**config.mk**
```make
export PLATFORM = sky130hd
export DESIGN_NAME = clksyn_mode_ctrl
export DESIGN_NICKNAME = d
export VERILOG_FILES = /design/src/rtl/clksyn_pkg.sv /design/src/rtl/clksyn_rst_sync.sv /design/src/rtl/clksyn_regfile.sv /design/src/rtl/clksyn_seq.sv /design/src/rtl/clksyn_mode_ctrl.sv
export SDC_FILE = /design/constraint.sdc
export NUM_CORES = 1
export LEC_CHECK = 0
export BUFFER_PORTS_ARGS = -buffer_cell sky130_fd_sc_hd__buf_4
export CAP_MARGIN = 10
export CORE_MARGIN = 3
export CORE_UTILIZATION = 45
export DETAILED_ROUTE_END_ITERATION = 8
export PLACE_DENSITY = 0.85
export SYNTH_ARGS = -nofsm -noshare
export SYNTH_HDL_FRONTEND = slang
export SYNTH_SLANG_ARGS = --single-unit
```
**constraint.sdc**
```tcl
create_clock -name clk_i -period 1.6 [get_ports clk_i]
set_clock_uncertainty 0.2 [all_clocks]
set_input_delay 0.08 -clock clk_i [delete_from_list [all_inputs] [get_ports clk_i]]
set_output_delay 0.08 -clock clk_i [all_outputs]
set_load 0.01 [all_outputs]
```
**src/rtl/clksyn_pkg.sv**
```systemverilog
package clksyn_pkg;
  localparam int unsigned REG_W    = 16;
  localparam int unsigned MULT_W   = 5;
  localparam int unsigned DIV_W    = 2;
  localparam int unsigned BDIV_W   = 2;
  localparam int unsigned SYNC_LEN = 2;

  localparam int unsigned LOCK_B   = 0;
  localparam int unsigned BRK_B    = 1;
  localparam int unsigned BDIV_LSB = 2;
  localparam int unsigned EN_B     = BDIV_LSB + BDIV_W;
  localparam int unsigned DIV_LSB  = EN_B + 1;
  localparam int unsigned MULT_LSB = DIV_LSB + DIV_W;
  localparam int unsigned RSVD_LO  = MULT_LSB + MULT_W;
  localparam int unsigned IOB_B    = RSVD_LO + 1;

  typedef enum logic [1:0] {
    ST_BYPASS  = 2'd0,
    ST_LOCKING = 2'd1,
    ST_LOCKED  = 2'd2
  } seq_state_e;
endpackage

```
**src/rtl/clksyn_rst_sync.sv**
```systemverilog
module clksyn_rst_sync #(
  parameter int unsigned STAGES = 2
) (
  input  logic clk_i,
  input  logic rst_ni,
  output logic rst_no
);
  logic [STAGES-1:0] sync_q;
  logic [STAGES-1:0] sync_d;

  always_comb begin
    sync_d = {sync_q[STAGES-2:0], 1'b1};
  end

  always_ff @(posedge clk_i or negedge rst_ni) begin
    if (!rst_ni) begin
      sync_q <= '0;
    end else begin
      sync_q <= sync_d;
    end
  end

  assign rst_no = sync_q[STAGES-1];
endmodule

```
**src/rtl/clksyn_regfile.sv**
```systemverilog
module clksyn_regfile
  import clksyn_pkg::*;
(
  input  logic              clk_i,
  input  logic              rst_ni,
  input  logic              wr_en_i,
  input  logic [REG_W-1:0]  wr_data_i,
  input  logic              brk_n_i,
  input  logic              lock_i,
  output logic              iob_o,
  output logic              en_o,
  output logic [MULT_W-1:0] mult_o,
  output logic [DIV_W-1:0]  div_o,
  output logic [BDIV_W-1:0] bdiv_o,
  output logic [REG_W-1:0]  rd_data_o
);
  logic              iob_q, iob_d;
  logic              en_q, en_d;
  logic [MULT_W-1:0] mult_q, mult_d;
  logic [DIV_W-1:0]  div_q, div_d;
  logic [BDIV_W-1:0] bdiv_q, bdiv_d;

  logic unused_wr_bits;
  assign unused_wr_bits = ^{wr_data_i[REG_W-1:IOB_B+1], wr_data_i[RSVD_LO],
                            wr_data_i[BRK_B], wr_data_i[LOCK_B]};

  // next-state values, applied only under the write enable
  always_comb begin
    iob_d  = wr_data_i[IOB_B];
    en_d   = wr_data_i[EN_B];
    mult_d = wr_data_i[MULT_LSB +: MULT_W];
    div_d  = wr_data_i[DIV_LSB +: DIV_W];
    bdiv_d = wr_data_i[BDIV_LSB +: BDIV_W];
  end

  always_ff @(posedge clk_i or negedge rst_ni) begin
    if (!rst_ni) begin
      iob_q  <= 1'b1;
      en_q   <= 1'b1;
      mult_q <= '0;
      div_q  <= '0;
      bdiv_q <= '0;
    end else if (wr_en_i) begin
      iob_q  <= iob_d;
      en_q   <= en_d;
      mult_q <= mult_d;
      div_q  <= div_d;
      bdiv_q <= bdiv_d;
    end
  end

  // read word: reserved positions stay zero
  always_comb begin
    rd_data_o                        = '0;
    rd_data_o[IOB_B]                 = iob_q;
    rd_data_o[MULT_LSB +: MULT_W]    = mult_q;
    rd_data_o[DIV_LSB +: DIV_W]      = div_q;
    rd_data_o[EN_B]                  = en_q;
    rd_data_o[BDIV_LSB +: BDIV_W]    = bdiv_q;
    rd_data_o[BRK_B]                 = brk_n_i;
    rd_data_o[LOCK_B]                = lock_i;
  end

  assign iob_o  = iob_q;
  assign en_o   = en_q;
  assign mult_o = mult_q;
  assign div_o  = div_q;
  assign bdiv_o = bdiv_q;

  AST_FIELD_HOLD: assert property (@(posedge clk_i) disable iff (!rst_ni)
    !wr_en_i |=> ($stable(mult_o) && $stable(div_o) && $stable(bdiv_o)));
endmodule

```
**src/rtl/clksyn_seq.sv**
```systemverilog
module clksyn_seq
  import clksyn_pkg::*;
(
  input  logic clk_i,
  input  logic rst_ni,
  input  logic wr_en_i,
  input  logic wr_enable_i,
  input  logic iob_i,
  input  logic en_i,
  input  logic freq_ok_i,
  input  logic core_locked_i,
  output logic sel_synth_o,
  output logic lock_req_o,
  output logic brk_n_o
);
  seq_state_e state_q, state_d;
  logic       boot_q, boot_d;
  logic       req_q, req_d;
  logic       brk_q, brk_d;

  always_comb begin
    state_d = state_q;
    req_d   = 1'b0;
    boot_d  = 1'b0;
    brk_d   = brk_q;
    if (wr_en_i) begin
      brk_d = 1'b1;
      if (wr_enable_i) begin
        state_d = ST_LOCKING;
        req_d   = 1'b1;
      end else begin
        state_d = ST_BYPASS;
      end
    end else begin
      if (core_locked_i) begin
        brk_d = 1'b1;
      end else if (state_q == ST_LOCKED && !iob_i) begin
        brk_d = 1'b0;
      end
      unique case (state_q)
        ST_BYPASS: begin
          if (boot_q && en_i) begin
            state_d = ST_LOCKING;
            req_d   = 1'b1;
          end
        end
        ST_LOCKING: begin
          if (freq_ok_i) state_d = ST_LOCKED;
        end
        ST_LOCKED: begin
          if (!core_locked_i && iob_i) begin
            state_d = ST_LOCKING;
            req_d   = 1'b1;
          end
        end
        default: state_d = ST_BYPASS;
      endcase
    end
  end

  always_ff @(posedge clk_i or negedge rst_ni) begin
    if (!rst_ni) begin
      state_q <= ST_BYPASS;
      req_q   <= 1'b0;
      brk_q   <= 1'b1;
    end else begin
      state_q <= state_d;
      req_q   <= req_d;
      brk_q   <= brk_d;
    end
  end

  always_ff @(posedge clk_i or negedge rst_ni) begin
    if (!rst_ni) begin
      boot_q <= 1'b1;
    end else if (boot_q) begin
      boot_q <= boot_d;
    end
  end

  assign sel_synth_o = (state_q == ST_LOCKED);
  assign lock_req_o  = req_q;
  assign brk_n_o     = brk_q;

  AST_REQ_IN_LOCKING: assert property (@(posedge clk_i) disable iff (!rst_ni)
    lock_req_o |-> (state_q == ST_LOCKING));
  AST_WRITE_BYPASS: assert property (@(posedge clk_i) disable iff (!rst_ni)
    wr_en_i |=> !sel_synth_o);
  AST_LOCK_AFTER_FREQ: assert property (@(posedge clk_i) disable iff (!rst_ni)
    $rose(sel_synth_o) |-> $past(freq_ok_i));
  AST_DISABLE_NO_REQ: assert property (@(posedge clk_i) disable iff (!rst_ni)
    (wr_en_i && !wr_enable_i) |=> (!sel_synth_o && !lock_req_o));
  AST_IOB_RELOCK: assert property (@(posedge clk_i) disable iff (!rst_ni)
    (sel_synth_o && !core_locked_i && iob_i && !wr_en_i) |=> (lock_req_o && !sel_synth_o));
  AST_BRK_HOLD_SYNTH: assert property (@(posedge clk_i) disable iff (!rst_ni)
    (sel_synth_o && !core_locked_i && !iob_i && !wr_en_i) |=> (sel_synth_o && !brk_n_o));
  AST_BRK_CLEAR: assert property (@(posedge clk_i) disable iff (!rst_ni)
    (wr_en_i || core_locked_i) |=> brk_n_o);
endmodule

```
**src/rtl/clksyn_mode_ctrl.sv**
```systemverilog
module clksyn_mode_ctrl
  import clksyn_pkg::*;
(
  input  logic              clk_i,
  input  logic              rst_ni,
  input  logic              wr_en_i,
  input  logic [REG_W-1:0]  wr_data_i,
  output logic [REG_W-1:0]  rd_data_o,
  input  logic              freq_ok_i,
  input  logic              core_locked_i,
  output logic              sel_synth_o,
  output logic              lock_req_o,
  output logic [MULT_W-1:0] mult_o,
  output logic [DIV_W-1:0]  div_o,
  output logic [BDIV_W-1:0] bypass_div_o
);
  logic rst_n_sync;
  logic iob, en, brk_n, sel_synth;

  clksyn_rst_sync #(.STAGES(SYNC_LEN)) u_rst_sync (
    .clk_i  (clk_i),
    .rst_ni (rst_ni),
    .rst_no (rst_n_sync)
  );

  clksyn_regfile u_regs (
    .clk_i     (clk_i),
    .rst_ni    (rst_n_sync),
    .wr_en_i   (wr_en_i),
    .wr_data_i (wr_data_i),
    .brk_n_i   (brk_n),
    .lock_i    (sel_synth),
    .iob_o     (iob),
    .en_o      (en),
    .mult_o    (mult_o),
    .div_o     (div_o),
    .bdiv_o    (bypass_div_o),
    .rd_data_o (rd_data_o)
  );

  clksyn_seq u_seq (
    .clk_i         (clk_i),
    .rst_ni        (rst_n_sync),
    .wr_en_i       (wr_en_i),
    .wr_enable_i   (wr_data_i[EN_B]),
    .iob_i         (iob),
    .en_i          (en),
    .freq_ok_i     (freq_ok_i),
    .core_locked_i (core_locked_i),
    .sel_synth_o   (sel_synth),
    .lock_req_o    (lock_req_o),
    .brk_n_o       (brk_n)
  );

  assign sel_synth_o = sel_synth;
endmodule

```
==> impl_metrics.toml <==
[sta]
hold_violations = 0
period_needed_ns = 1.55
timing.fmax_mhz = 646
timing.hold.ws_ns = 0.0580
fin_crit_sh_pct = 96.7
relSlewSlack_pct = 58.2
max_slew.worst_pin.slew_ns = 0.627
fin_tns_setup_ns = 0
setup-violations-final = 0
rsz0062_at_grt = "false"
drv_slew = 0

[logic_synthesis]
synth_cell_type_count = 18
yosys-top-cells-area = "dfrtp_1 (43%), buf_4 (16%), dfstp_2 (13%)"
yosysMostFrequentCell = "buf_4"
yosys_warnings = 0
ys.flop_type = "dfrtp_1"
ys_ff_latch = 18
yosys.area.top_type = "dfrtp_1"
yosysTopAreaCellShare_pct = 42.6
synthCells = 67
ys_async_sr_fraction_pct = 100
synthesis.area_per_instance_sq_um = 12.3
synth_edf_count = 0
ys_seq_area_share_pct = 55.4
synth_area_sq_um = 822
yosys-top-cells-count = "buf_4 (17), dfrtp_1 (14), mux2_2 (8)"

[route]
wl_met3_um = 120
drc = 0
vias = 646
routed_wl_um = 2030
drtIter0Drc = 13
wl_met2_um = 1210
wl_met1_um = 658
wl_per_cell_um = 14.4
drtAntennaViolNets = 0
viasPerCell = 4.58
maxUsedRoutingLayer = "met4"
dr.pass1.iters = 4

[layout]
nFillCells = 101
num-nets-final = 139
antennaDiodeCount = 0
layout-drive-gt1-share_pct = 48.7
syn_to_final_growth_pct = 54.9

[critical_path]
cp.required_ns = 1.59
cp-end-kind = "flip-flop"
crit_start = "wr_data_i[5]"
reg2reg_from = "u_regs.div_o[0]"
cp-start-kind = "input pin"
path_class = "input pin to flip-flop"
cp.arrival_ns = 1.53
crit_fanout = 1

[floorplanning]
die_h_um = 48.7
num_rows = 14
die_x_um = 48.7
ios = 48
dieArea_sq_um = 2380
start_util_pct = 51.0
coreArea_sq_um = 1610

[grt]
grt_pass1_wl_um = 3150
grt_usage_pct = 18.1
grt_pass1_vias = 634
overflow = 0
antenna_found_initial = 0
grt_max_degree = 17

[power]
irDropWorstVdd_v = 0.000852
power.total_mw = 1.07
clkPwrFrac_pct = 25.8
comb_power_share_pct = 24.1
seqPwrFrac_pct = 50.1
cellPowerDensity_nw_per_um2 = 840
switching_share_pct = 25.6
switching_power_mw = 0.274
p_leak_nw = 0.601
p_int_mw = 0.796

[clock_tree]
clk_pin_slew_ns = 0.10
clock_latency_ns = 0.29
clk_path_buf_depth = 2
cts_buffers = 3
cts-root-buf = "clkbuf_4"
cts_resized = 0
cts_htree_levels = 1
numClockSinks = 18
cts_tree = "yes"

[placement]
gp_congestion = 0.752
dpl.hpwl_um = 1130
portBuffers = 39

[hold_path]
hp-class = "flip-flop to asynchronous set/reset pin"

[outcome]
status = "completed"

[job]
drv_cap = 0
-- what timing repair did --
| item | 4_1_cts | 5_1_grt |
|---|---|---|
| setup endpoints to repair | 0 | 1 |
| hold buffers | 22 | 1 |
| buffers inserted | 0 | 0 |
| endpoints found under the hold margin | 17 | 1 |
-- registers in the layout, indices dropped and copies added, names as in the netlist --
| signal | count |
|---|---|
| u_regs.mult_o | 5 |
| u_seq.brk_n_o | 1 |
| u_seq.state_q | 2 |
| u_regs.bdiv_o | 2 |
| u_seq.lock_req_o | 1 |
| u_regs.en_o | 1 |
| u_regs.div_o | 2 |
| u_rst_sync.sync_q | 2 |
| u_regs.iob_o | 1 |
| u_seq.boot_q | 1 |
-- placed cells by master, fill, tap and decap left out --
master         Yosys  layout
nor2b_1            2       2
nor2_1             2       2
mux2_4             1       1
nor2b_4            1       1
nand3b_1           1       1
buf_4             17      39
nand2_1            3       3
clkbuf_8           0       1
conb_1             2       5
a32oi_1            1       1
dlygate4sd3_1      0      22
dfstp_2            4       4
nor3b_1            1       1
clkbuf_4           0       3
dfrtp_1           14      14
a211o_1            1       1
mux2_2             8       8
o21ai_0            4       4
a21oi_1            2       2
inv_1              2       2
-- per-layer routing --
metal,vias to the layer above,global-route usage [%]
met2,29,35.7
met5,-,0
met4,0,8.53
met1,312,18.0
li1,299,-
met3,6,3.07
-- layout make-up --
cell class	instances	area, sq um	area share [%]
repair buffers	61	513	40.3
flip-flops and latches	18	455	35.8
multi-input cells	32	231	18.2
clock buffers	4	36.3	2.85
well taps	24	30.0	2.36
inverters	2	7.51	0.589
-- per-stage QoR --
step	setup slack (ns)	area, sq um	std cells	util (%)
CTS	0.0407	1270	141	79.0
finish	0.0526	1270	141	79.0
global route	0.0329	1270	141	79.0
floorplan	0.405	833	70	-
global placement	0.398	1020	115	63.1
detailed placement	0.367	1020	115	63.1
-- cells by family (layout without fill, tap and decap cells) --
logic type | count (synthesis) | in the layout | share of synthesized area (%)
AOI/OAI and AO/OA | 8 | 8 | 5.78
buffers and inverters | 20 | 67 | 17.8
DFF | 18 | 18 | 55.4
muxes | 9 | 9 | 12.8
other | 2 | 5 | 0.914
and+or+nand+nor | 10 | 10 | 7.31
-- worst paths after layout --
path                                         to  slack [ns]  cells past startpoint
hold / removal                  u_regs.div_o[0]        0.06                      0
setup reg to reg                u_regs.div_o[0]        0.07                      2
hold reg to reg                 u_regs.div_o[0]        0.06                      0
max in group asynchronous  u_rst_sync.sync_q[1]        0.65                      3
setup / recovery                u_regs.div_o[0]        0.05                      4
min in group clk_i         u_rst_sync.sync_q[1]        0.16                      0
-- power groups by stage --
stage | Sequential (mW) | Clock (mW) | Combinational, mW
floorplan | 0.547 | 0 | 0.123
global placement | 0.539 | 0 | 0.204
detailed placement | 0.542 | 0 | 0.208
CTS | 0.534 | 0.281 | 0.254
global route | 0.543 | 0.303 | 0.274
finish | 0.537 | 0.276 | 0.257
-- worst max-delay path, stage by stage --
cell           delay, ns
dlygate4sd3_1       0.53
buf_4               0.13
mux2_4              0.24
dlygate4sd3_1       0.55
No activity file was read; power rests on OpenSTA's default activity.
